--- config.mk ---
export PLATFORM = sky130hd
export DESIGN_NAME = bar_window_decoder
export DESIGN_NICKNAME = d
export VERILOG_FILES = /design/src/rtl/bar_win_pkg.sv /design/src/rtl/bar_cfg_regs.sv /design/src/rtl/bar_win_match.sv /design/src/rtl/bar_prio_sel.sv /design/src/rtl/bar_window_decoder.sv
export SDC_FILE = /design/constraint.sdc
export NUM_CORES = 1
export LEC_CHECK = 0
export ABC_CLOCK_PERIOD_IN_PS = 16000
export BUFFER_PORTS_ARGS = -buffer_cell sky130_fd_sc_hd__buf_2
export CORE_ASPECT_RATIO = 1.25
export CORE_MARGIN = 5
export CORE_UTILIZATION = 35
export CTS_CLUSTER_DIAMETER = 40
export DETAILED_ROUTE_END_ITERATION = 8
export PLACE_DENSITY = 0.63
export SYNTH_ARGS = -nofsm -noshare
export SYNTH_HDL_FRONTEND = slang
export SYNTH_SLANG_ARGS = --single-unit
--- constraint.sdc ---
create_clock -name clk -period 16 [get_ports clk]
set_clock_uncertainty 0.1 [all_clocks]
set_input_delay 2.4 -clock clk [delete_from_list [all_inputs] [get_ports clk]]
set_output_delay 2.4 -clock clk [all_outputs]
set_load 0.01 [all_outputs]
--- src/rtl/bar_win_pkg.sv ---
package bar_win_pkg;
   localparam int NUM_WIN = 4;
   // window numbering, also hit_vec bit position
   localparam int W_MMIO0 = 0;
   localparam int W_MMIO1 = 1;
   localparam int W_REGS  = 2;
   localparam int W_INTR  = 3;
   // register indices (byte address >> 3)
   localparam logic [4:0] IX_M0_BASE = 5'd0;
   localparam logic [4:0] IX_M0_MASK = 5'd1;
   localparam logic [4:0] IX_M1_BASE = 5'd2;
   localparam logic [4:0] IX_M1_MASK = 5'd3;
   localparam logic [4:0] IX_RG_BASE = 5'd4;
   localparam logic [4:0] IX_IN_BASE = 5'd5;
   localparam logic [4:0] IX_ENABLE  = 5'd6;
   // bits retained on write
   localparam logic [63:0] KEEP_MMIO = 64'hFFFF_FFFF_FF00_0000;
   localparam logic [63:0] KEEP_RGWN = 64'hFFFF_FFFF_FFC0_0000;
   localparam logic [63:0] KEEP_INWN = 64'hFFFF_FFF0_0000_0000;
   localparam int BASE_SHIFT = 8;
endpackage

--- src/rtl/bar_cfg_regs.sv ---
module bar_cfg_regs
   import bar_win_pkg::*;
#(
   parameter int REG_AW = 8
) (
   input  logic                      clk,
   input  logic                      rst_n,
   input  logic                      reg_we,
   input  logic [REG_AW-1:0]         reg_addr,
   input  logic [63:0]               reg_wdata,
   output logic [63:0]               reg_rdata,
   output logic                      rewrite_err,
   output logic [NUM_WIN-1:0][63:0]  base_q,
   output logic [1:0][63:0]          mask_q,
   output logic [NUM_WIN-1:0]        win_en
);
   localparam int IDX_W = REG_AW - 3;

   logic [IDX_W-1:0] idx;
   logic [3:0]       en_raw;
   logic [2:0]       unused_low;
   logic             err_q;

   assign idx        = reg_addr[REG_AW-1:3];
   assign unused_low = reg_addr[2:0];

   // en_raw[3] is register bit 63 (MMIO0); win_en is indexed by window
   generate
      for (genvar w = 0; w < NUM_WIN; w++) begin : g_en_map
         assign win_en[w] = en_raw[NUM_WIN-1-w];
      end
   endgenerate

   always_ff @(posedge clk) begin
      if (!rst_n) begin
         base_q <= '0;
         mask_q <= '0;
         en_raw <= '0;
         err_q  <= 1'b0;
      end else begin
         err_q <= 1'b0;
         if (reg_we) begin
            case (IDX_W'(idx))
               IDX_W'(IX_M0_BASE): begin
                  base_q[W_MMIO0] <= reg_wdata & KEEP_MMIO;
                  err_q           <= win_en[W_MMIO0];
               end
               IDX_W'(IX_M0_MASK): begin
                  mask_q[0] <= reg_wdata & KEEP_MMIO;
                  err_q     <= win_en[W_MMIO0];
               end
               IDX_W'(IX_M1_BASE): begin
                  base_q[W_MMIO1] <= reg_wdata & KEEP_MMIO;
                  err_q           <= win_en[W_MMIO1];
               end
               IDX_W'(IX_M1_MASK): begin
                  mask_q[1] <= reg_wdata & KEEP_MMIO;
                  err_q     <= win_en[W_MMIO1];
               end
               IDX_W'(IX_RG_BASE): begin
                  base_q[W_REGS] <= reg_wdata & KEEP_RGWN;
                  err_q          <= win_en[W_REGS];
               end
               IDX_W'(IX_IN_BASE): begin
                  base_q[W_INTR] <= reg_wdata & KEEP_INWN;
                  err_q          <= win_en[W_INTR];
               end
               IDX_W'(IX_ENABLE): en_raw <= reg_wdata[63:60];
               default: ;
            endcase
         end
      end
   end

   always_comb begin
      case (IDX_W'(idx))
         IDX_W'(IX_M0_BASE): reg_rdata = base_q[W_MMIO0];
         IDX_W'(IX_M0_MASK): reg_rdata = mask_q[0];
         IDX_W'(IX_M1_BASE): reg_rdata = base_q[W_MMIO1];
         IDX_W'(IX_M1_MASK): reg_rdata = mask_q[1];
         IDX_W'(IX_RG_BASE): reg_rdata = base_q[W_REGS];
         IDX_W'(IX_IN_BASE): reg_rdata = base_q[W_INTR];
         IDX_W'(IX_ENABLE):  reg_rdata = {en_raw, 60'd0};
         default:            reg_rdata = 64'd0;
      endcase
   end

   assign rewrite_err = err_q;
endmodule

--- src/rtl/bar_win_match.sv ---
module bar_win_match #(
   parameter int ADDR_W = 56
) (
   input  logic              en,
   input  logic [ADDR_W-1:0] addr,
   input  logic [ADDR_W-1:0] start,
   input  logic [ADDR_W:0]   size,
   output logic              hit,
   output logic [ADDR_W-1:0] off
);
   logic [ADDR_W:0] diff;

   assign diff = {1'b0, addr} - {1'b0, start};
   // diff[ADDR_W] set means addr < start
   assign hit  = en && !diff[ADDR_W] && (diff < size);
   assign off  = diff[ADDR_W-1:0];
endmodule

--- src/rtl/bar_prio_sel.sv ---
module bar_prio_sel #(
   parameter int N      = 4,
   parameter int ADDR_W = 56
) (
   input  logic [N-1:0]             hit_in,
   input  logic [N-1:0][ADDR_W-1:0] off_in,
   output logic [N-1:0]             hit_out,
   output logic [ADDR_W-1:0]        off_out
);
   // lowest index wins: scan from the top so lower indices overwrite
   always_comb begin
      hit_out = '0;
      off_out = '0;
      for (int i = N - 1; i >= 0; i--) begin
         if (hit_in[i]) begin
            hit_out    = '0;
            hit_out[i] = 1'b1;
            off_out    = off_in[i];
         end
      end
   end
endmodule

--- src/rtl/bar_window_decoder.sv ---
module bar_window_decoder
   import bar_win_pkg::*;
#(
   parameter int ADDR_W    = 56,
   parameter int REG_AW    = 8,
   parameter int REG_COUNT = 8192,
   parameter int INT_COUNT = 16
) (
   input  logic              clk,
   input  logic              rst_n,
   input  logic              reg_we,
   input  logic [REG_AW-1:0] reg_addr,
   input  logic [63:0]       reg_wdata,
   output logic [63:0]       reg_rdata,
   output logic              rewrite_err,
   input  logic [ADDR_W-1:0] lk_addr,
   output logic [NUM_WIN-1:0] hit_vec,
   output logic [ADDR_W-1:0] hit_off
);
   localparam int SZ_W = ADDR_W + 1;
   localparam logic [SZ_W-1:0] RG_SIZE = SZ_W'(REG_COUNT) << 3;
   localparam logic [SZ_W-1:0] IN_SIZE = SZ_W'(INT_COUNT) << 16;

   generate
      if (ADDR_W > 64 - BASE_SHIFT || ADDR_W < 40) begin : g_bad_aw
         $error("ADDR_W must lie in 40..56");
      end
      if (REG_AW < 6) begin : g_bad_raw
         $error("REG_AW too small for the register map");
      end
      if (REG_COUNT < 1 || INT_COUNT < 1) begin : g_bad_cnt
         $error("window counts must be positive");
      end
   endgenerate

   logic [NUM_WIN-1:0][63:0]     base_q;
   logic [1:0][63:0]             mask_q;
   logic [NUM_WIN-1:0]           win_en;
   logic [NUM_WIN-1:0][ADDR_W-1:0] start;
   logic [NUM_WIN-1:0][SZ_W-1:0]   size;
   logic [NUM_WIN-1:0]             raw_hit;
   logic [NUM_WIN-1:0][ADDR_W-1:0] raw_off;

   bar_cfg_regs #(.REG_AW(REG_AW)) u_regs (
      .clk(clk), .rst_n(rst_n), .reg_we(reg_we), .reg_addr(reg_addr),
      .reg_wdata(reg_wdata), .reg_rdata(reg_rdata),
      .rewrite_err(rewrite_err), .base_q(base_q), .mask_q(mask_q),
      .win_en(win_en)
   );

   generate
      for (genvar w = 0; w < NUM_WIN; w++) begin : g_win
         logic [63:0] base_sh;
         logic        unused_bits;
         assign base_sh  = base_q[w] >> BASE_SHIFT;
         assign start[w] = base_sh[ADDR_W-1:0];
         if (w == W_MMIO0 || w == W_MMIO1) begin : g_masked
            logic [63:0] inv_sh;
            assign inv_sh      = (~mask_q[w]) >> BASE_SHIFT;
            assign size[w]     = {1'b0, inv_sh[ADDR_W-1:0]} + SZ_W'(1);
            assign unused_bits = ^{base_sh, inv_sh};
         end else if (w == W_REGS) begin : g_regs
            assign size[w]     = RG_SIZE;
            assign unused_bits = ^base_sh;
         end else begin : g_intr
            assign size[w]     = IN_SIZE;
            assign unused_bits = ^base_sh;
         end
         bar_win_match #(.ADDR_W(ADDR_W)) u_match (
            .en(win_en[w]), .addr(lk_addr), .start(start[w]),
            .size(size[w]), .hit(raw_hit[w]), .off(raw_off[w])
         );
      end
   endgenerate

   bar_prio_sel #(.N(NUM_WIN), .ADDR_W(ADDR_W)) u_prio (
      .hit_in(raw_hit), .off_in(raw_off),
      .hit_out(hit_vec), .off_out(hit_off)
   );
endmodule

==> results.sh <==
export IMPL_status="completed"
export IMPL_cap_violations=0
export IMPL_syn_area_sq_um=23400
export IMPL_ys_seq_elements=235
export IMPL_hold_viol_final=0
export IMPL_timing_rr_start="u_regs.en_raw[2]"
export IMPL_ctsResizeCount=0
export IMPL_synthArstFlopShare_pct=0
export IMPL_clk_pin_slew_ns=0.05
export IMPL_vias=24800
export IMPL_grt_overflow_total=0
export IMPL_hold_buffers=0
export IMPL_hp_class="register to register"
export IMPL_die_h_um=299
export IMPL_clockBufferDepth=3
export IMPL_final_layout_size_suffix_gt1_share_pct=10.2
export IMPL_final_nets=3714
export IMPL_antenna_found_initial=6
export IMPL_row_count=106
export IMPL_drt_initial_drc_count=2214
export IMPL_hold_depth=2
export IMPL_finalWirelength_mm=97.8
export IMPL_cts_root_buffer="clkbuf_16"
export IMPL_drtAntennaViolNets=0
export IMPL_clkLatencyLatePin_ns=0.53
export IMPL_start_util_pct=35.2
export IMPL_gp_congestion=0.969
export IMPL_hpwl_mm=74.4
export IMPL_grt_pass1_wl_mm=144
export IMPL_maxSlewViolCount=0
export IMPL_reg2reg_slack_ns=14.60
export IMPL_synth_edff_count=0
export IMPL_grt_max_degree=136
export IMPL_route_detailed_drc=0
export IMPL_power_density_nw_per_um2=74.0
export IMPL_wl_per_cell_um=23.1
export IMPL_synth_flop_cell="dfxtp_1"
export IMPL_fin_util_pct=39.5
export IMPL_critPathKind="input port to primary output"
export IMPL_vias_per_cell=5.84
export IMPL_drt_first_pass_iters=7
export IMPL_worstRegToRegCells=4
export IMPL_cellLeakagePower_nw=10.0
export IMPL_mostFrequentLayoutCells="622 x nand2_1, 240 x a21boi_0, 235 x dfxtp_1"
export IMPL_cp_start_kind="input port"
export IMPL_tns_ns=0
export IMPL_rsz0062_at_grt="false"
export IMPL_critical_path_max_fanout=34
export IMPL_ir_worst_vdd_mv=0.0624
export IMPL_numCtsBuffers=37
export IMPL_cp_data_required_time_ns=13.50
export IMPL_dieArea_sq_um=72300
export IMPL_layout_commonest_cell="nand2_1"
export IMPL_crit_path_end_kind="primary output"
export IMPL_post_route_period_util_pct=78.1
export IMPL_max_freq_mhz=80.0
export IMPL_avgSynthCellArea_sq_um=7.22
export IMPL_coreArea_sq_um=66600
export IMPL_port_buffers=208
export IMPL_ys_warnings_count=0
export IMPL_max_slew_margin_pct=16.2
export IMPL_regToRegEndpoint="u_regs.rewrite_err"
export IMPL_grtUsageTotal_pct=25.7
export IMPL_postCtsSetupBuffers=0
export IMPL_hold_path_end="u_regs.base_q[98]"
export IMPL_grt_pass1_vias=23700
export IMPL_syn2layout_area_growth_pct=12.3
export IMPL_tritoncts="done"
export IMPL_yosys_cell_types_count=90
export IMPL_syn_inst=3247
export IMPL_worstPathArrival_ns=10.00
export IMPL_pin_count=256
export IMPL_fp_dieW_um=241
export IMPL_finalSetupViolCount=0
export IMPL_cts_sinks=235
export IMPL_worst_slew_pin_slew_ns=1.26
export IMPL_htree_levels=2
export IMPL_min_period_ns=12.50
export IMPL_synth_seq_area_share_pct=20.1
export IMPL_hp_start="u_regs.base_q[98]"
-- per-layer routing --
layer  global-route usage, %  wire length [um]  vias to the layer above  part of all wire [%]
li1                        -                 -                    11800                     -
met1                    32.1             39200                    11600                    40
met2                    42.2             44700                     1081                    46
met3                    3.96              7530                      280                   7.7
met4                    13.9              6330                        2                   6.5
met5                       0                13                        -                 0.013
-- state kept, by name, summed over array words and instances (netlist names) --
signal              cells
u_regs.base_q         150
u_regs.mask_q          80
u_regs.rewrite_err      1
u_regs.en_raw           4
-- synth_stat cells, types with 34 or more instances --
cell,count,area share (%)
o21ai_0,107,2.3
a21boi_0,240,7.7
inv_1,206,3.3
nor2_1,157,2.5
ha_1,234,12
nand4_1,51,1.4
nor3_1,66,1.4
clkbuf_1,146,2.3
xnor2_1,84,3.1
a21o_1,82,2.6
nor4_1,45,1.2
o21a_1,36,1.2
a22oi_1,100,3.2
a22o_1,34,1.3
a21oi_1,156,3.3
xor2_1,88,3.3
dfxtp_1,235,20
nand2_1,625,10
nand3_1,73,1.6
-- worst max-delay path by stage --
stage          cells past startpoint           to  slack (ns)         from
5_1_grt                           28  hit_off[19]        3.15  lk_addr[16]
3_5_place_dp                      28  hit_off[19]        3.66  lk_addr[16]
4_1_cts                           28  hit_off[19]        3.62  lk_addr[16]
2_1_floorplan                     23  hit_off[37]        6.14  lk_addr[26]
6_report                          28  hit_off[19]        3.50  lk_addr[16]
3_3_place_gp                      28  hit_off[19]        3.72  lk_addr[16]
-- per-stage QoR --
step                setup slack (ns)  total power, mW  area [sq um]  hold slack (ns)  instances
floorplan                       6.14            0.960         23500            0.343       3268
detailed placement              3.66             1.12         25100            0.362       4170
finish                          3.50             1.95         26300            0.369       4238
global route                    3.15             2.03         26300            0.387       4234
CTS                             3.62             1.95         26300            0.369       4234
global placement                3.72             1.12         25100            0.352       4170
-- cell families (layout without fill, tap and decap cells) --
group / after synthesis / count (layout) / synth area share (%)
DFF: 235 / 235 / 20.1
AOI/OAI and AO/OA: 980 / 980 / 29.5
xor gates and xnor gates: 172 / 172 / 6.43
other: 1 / 26 / 0.0160
muxes: 16 / 16 / 0.710
adders and majority gates: 238 / 238 / 12.8
buffers and inverters: 401 / 503 / 6.89
and+or+nand+nor: 1204 / 1204 / 23.5
-- where the power goes --
part | internal [mW] | switching [mW] | leakage (nW) | total (mW)
clock network | 0.508 | 0.323 | 0.604 | 0.830
registers | 0.590 | 0.00521 | 1.89 | 0.595
logic | 0.197 | 0.325 | 7.51 | 0.522
total | 1.29 | 0.653 | 10.0 | 1.95
-- critical path, cell delays in order --
cell and delay, ns:
buf_2 0.13, inv_1 0.08, ha_1 0.19, inv_1 0.06
fa_1 0.43, a211oi_1 0.31, o21ai_0 0.19, a21oi_1 0.47
o211ai_1 0.29, a31o_2 0.31, a21oi_1 0.33, o21a_1 0.29
o31ai_1 0.21, a221oi_1 0.34, xnor2_1 0.26, ha_1 0.32
nand4_1 0.13, nor4_1 0.12, o21ai_0 0.12, nand3b_1 0.11
a221oi_1 0.20, o21ai_0 0.19, a311oi_4 0.77, buf_4 0.29
nor2b_4 0.87, a22o_1 0.32, a31o_1 0.10, buf_2 0.13
-- area by class of cell --
class / count / area (sq um)
fillers: 7046 / 40300
flip-flops and latches: 235 / 4700
clock buffers: 42 / 975
clock inverters: 22 / 263
inverters: 206 / 773
repair buffers: 233 / 1230
diodes: 4 / 10.0
multi-input cells: 2632 / 17300
well taps: 864 / 1080
Note: power is estimated with default switching activity, not from simulation.
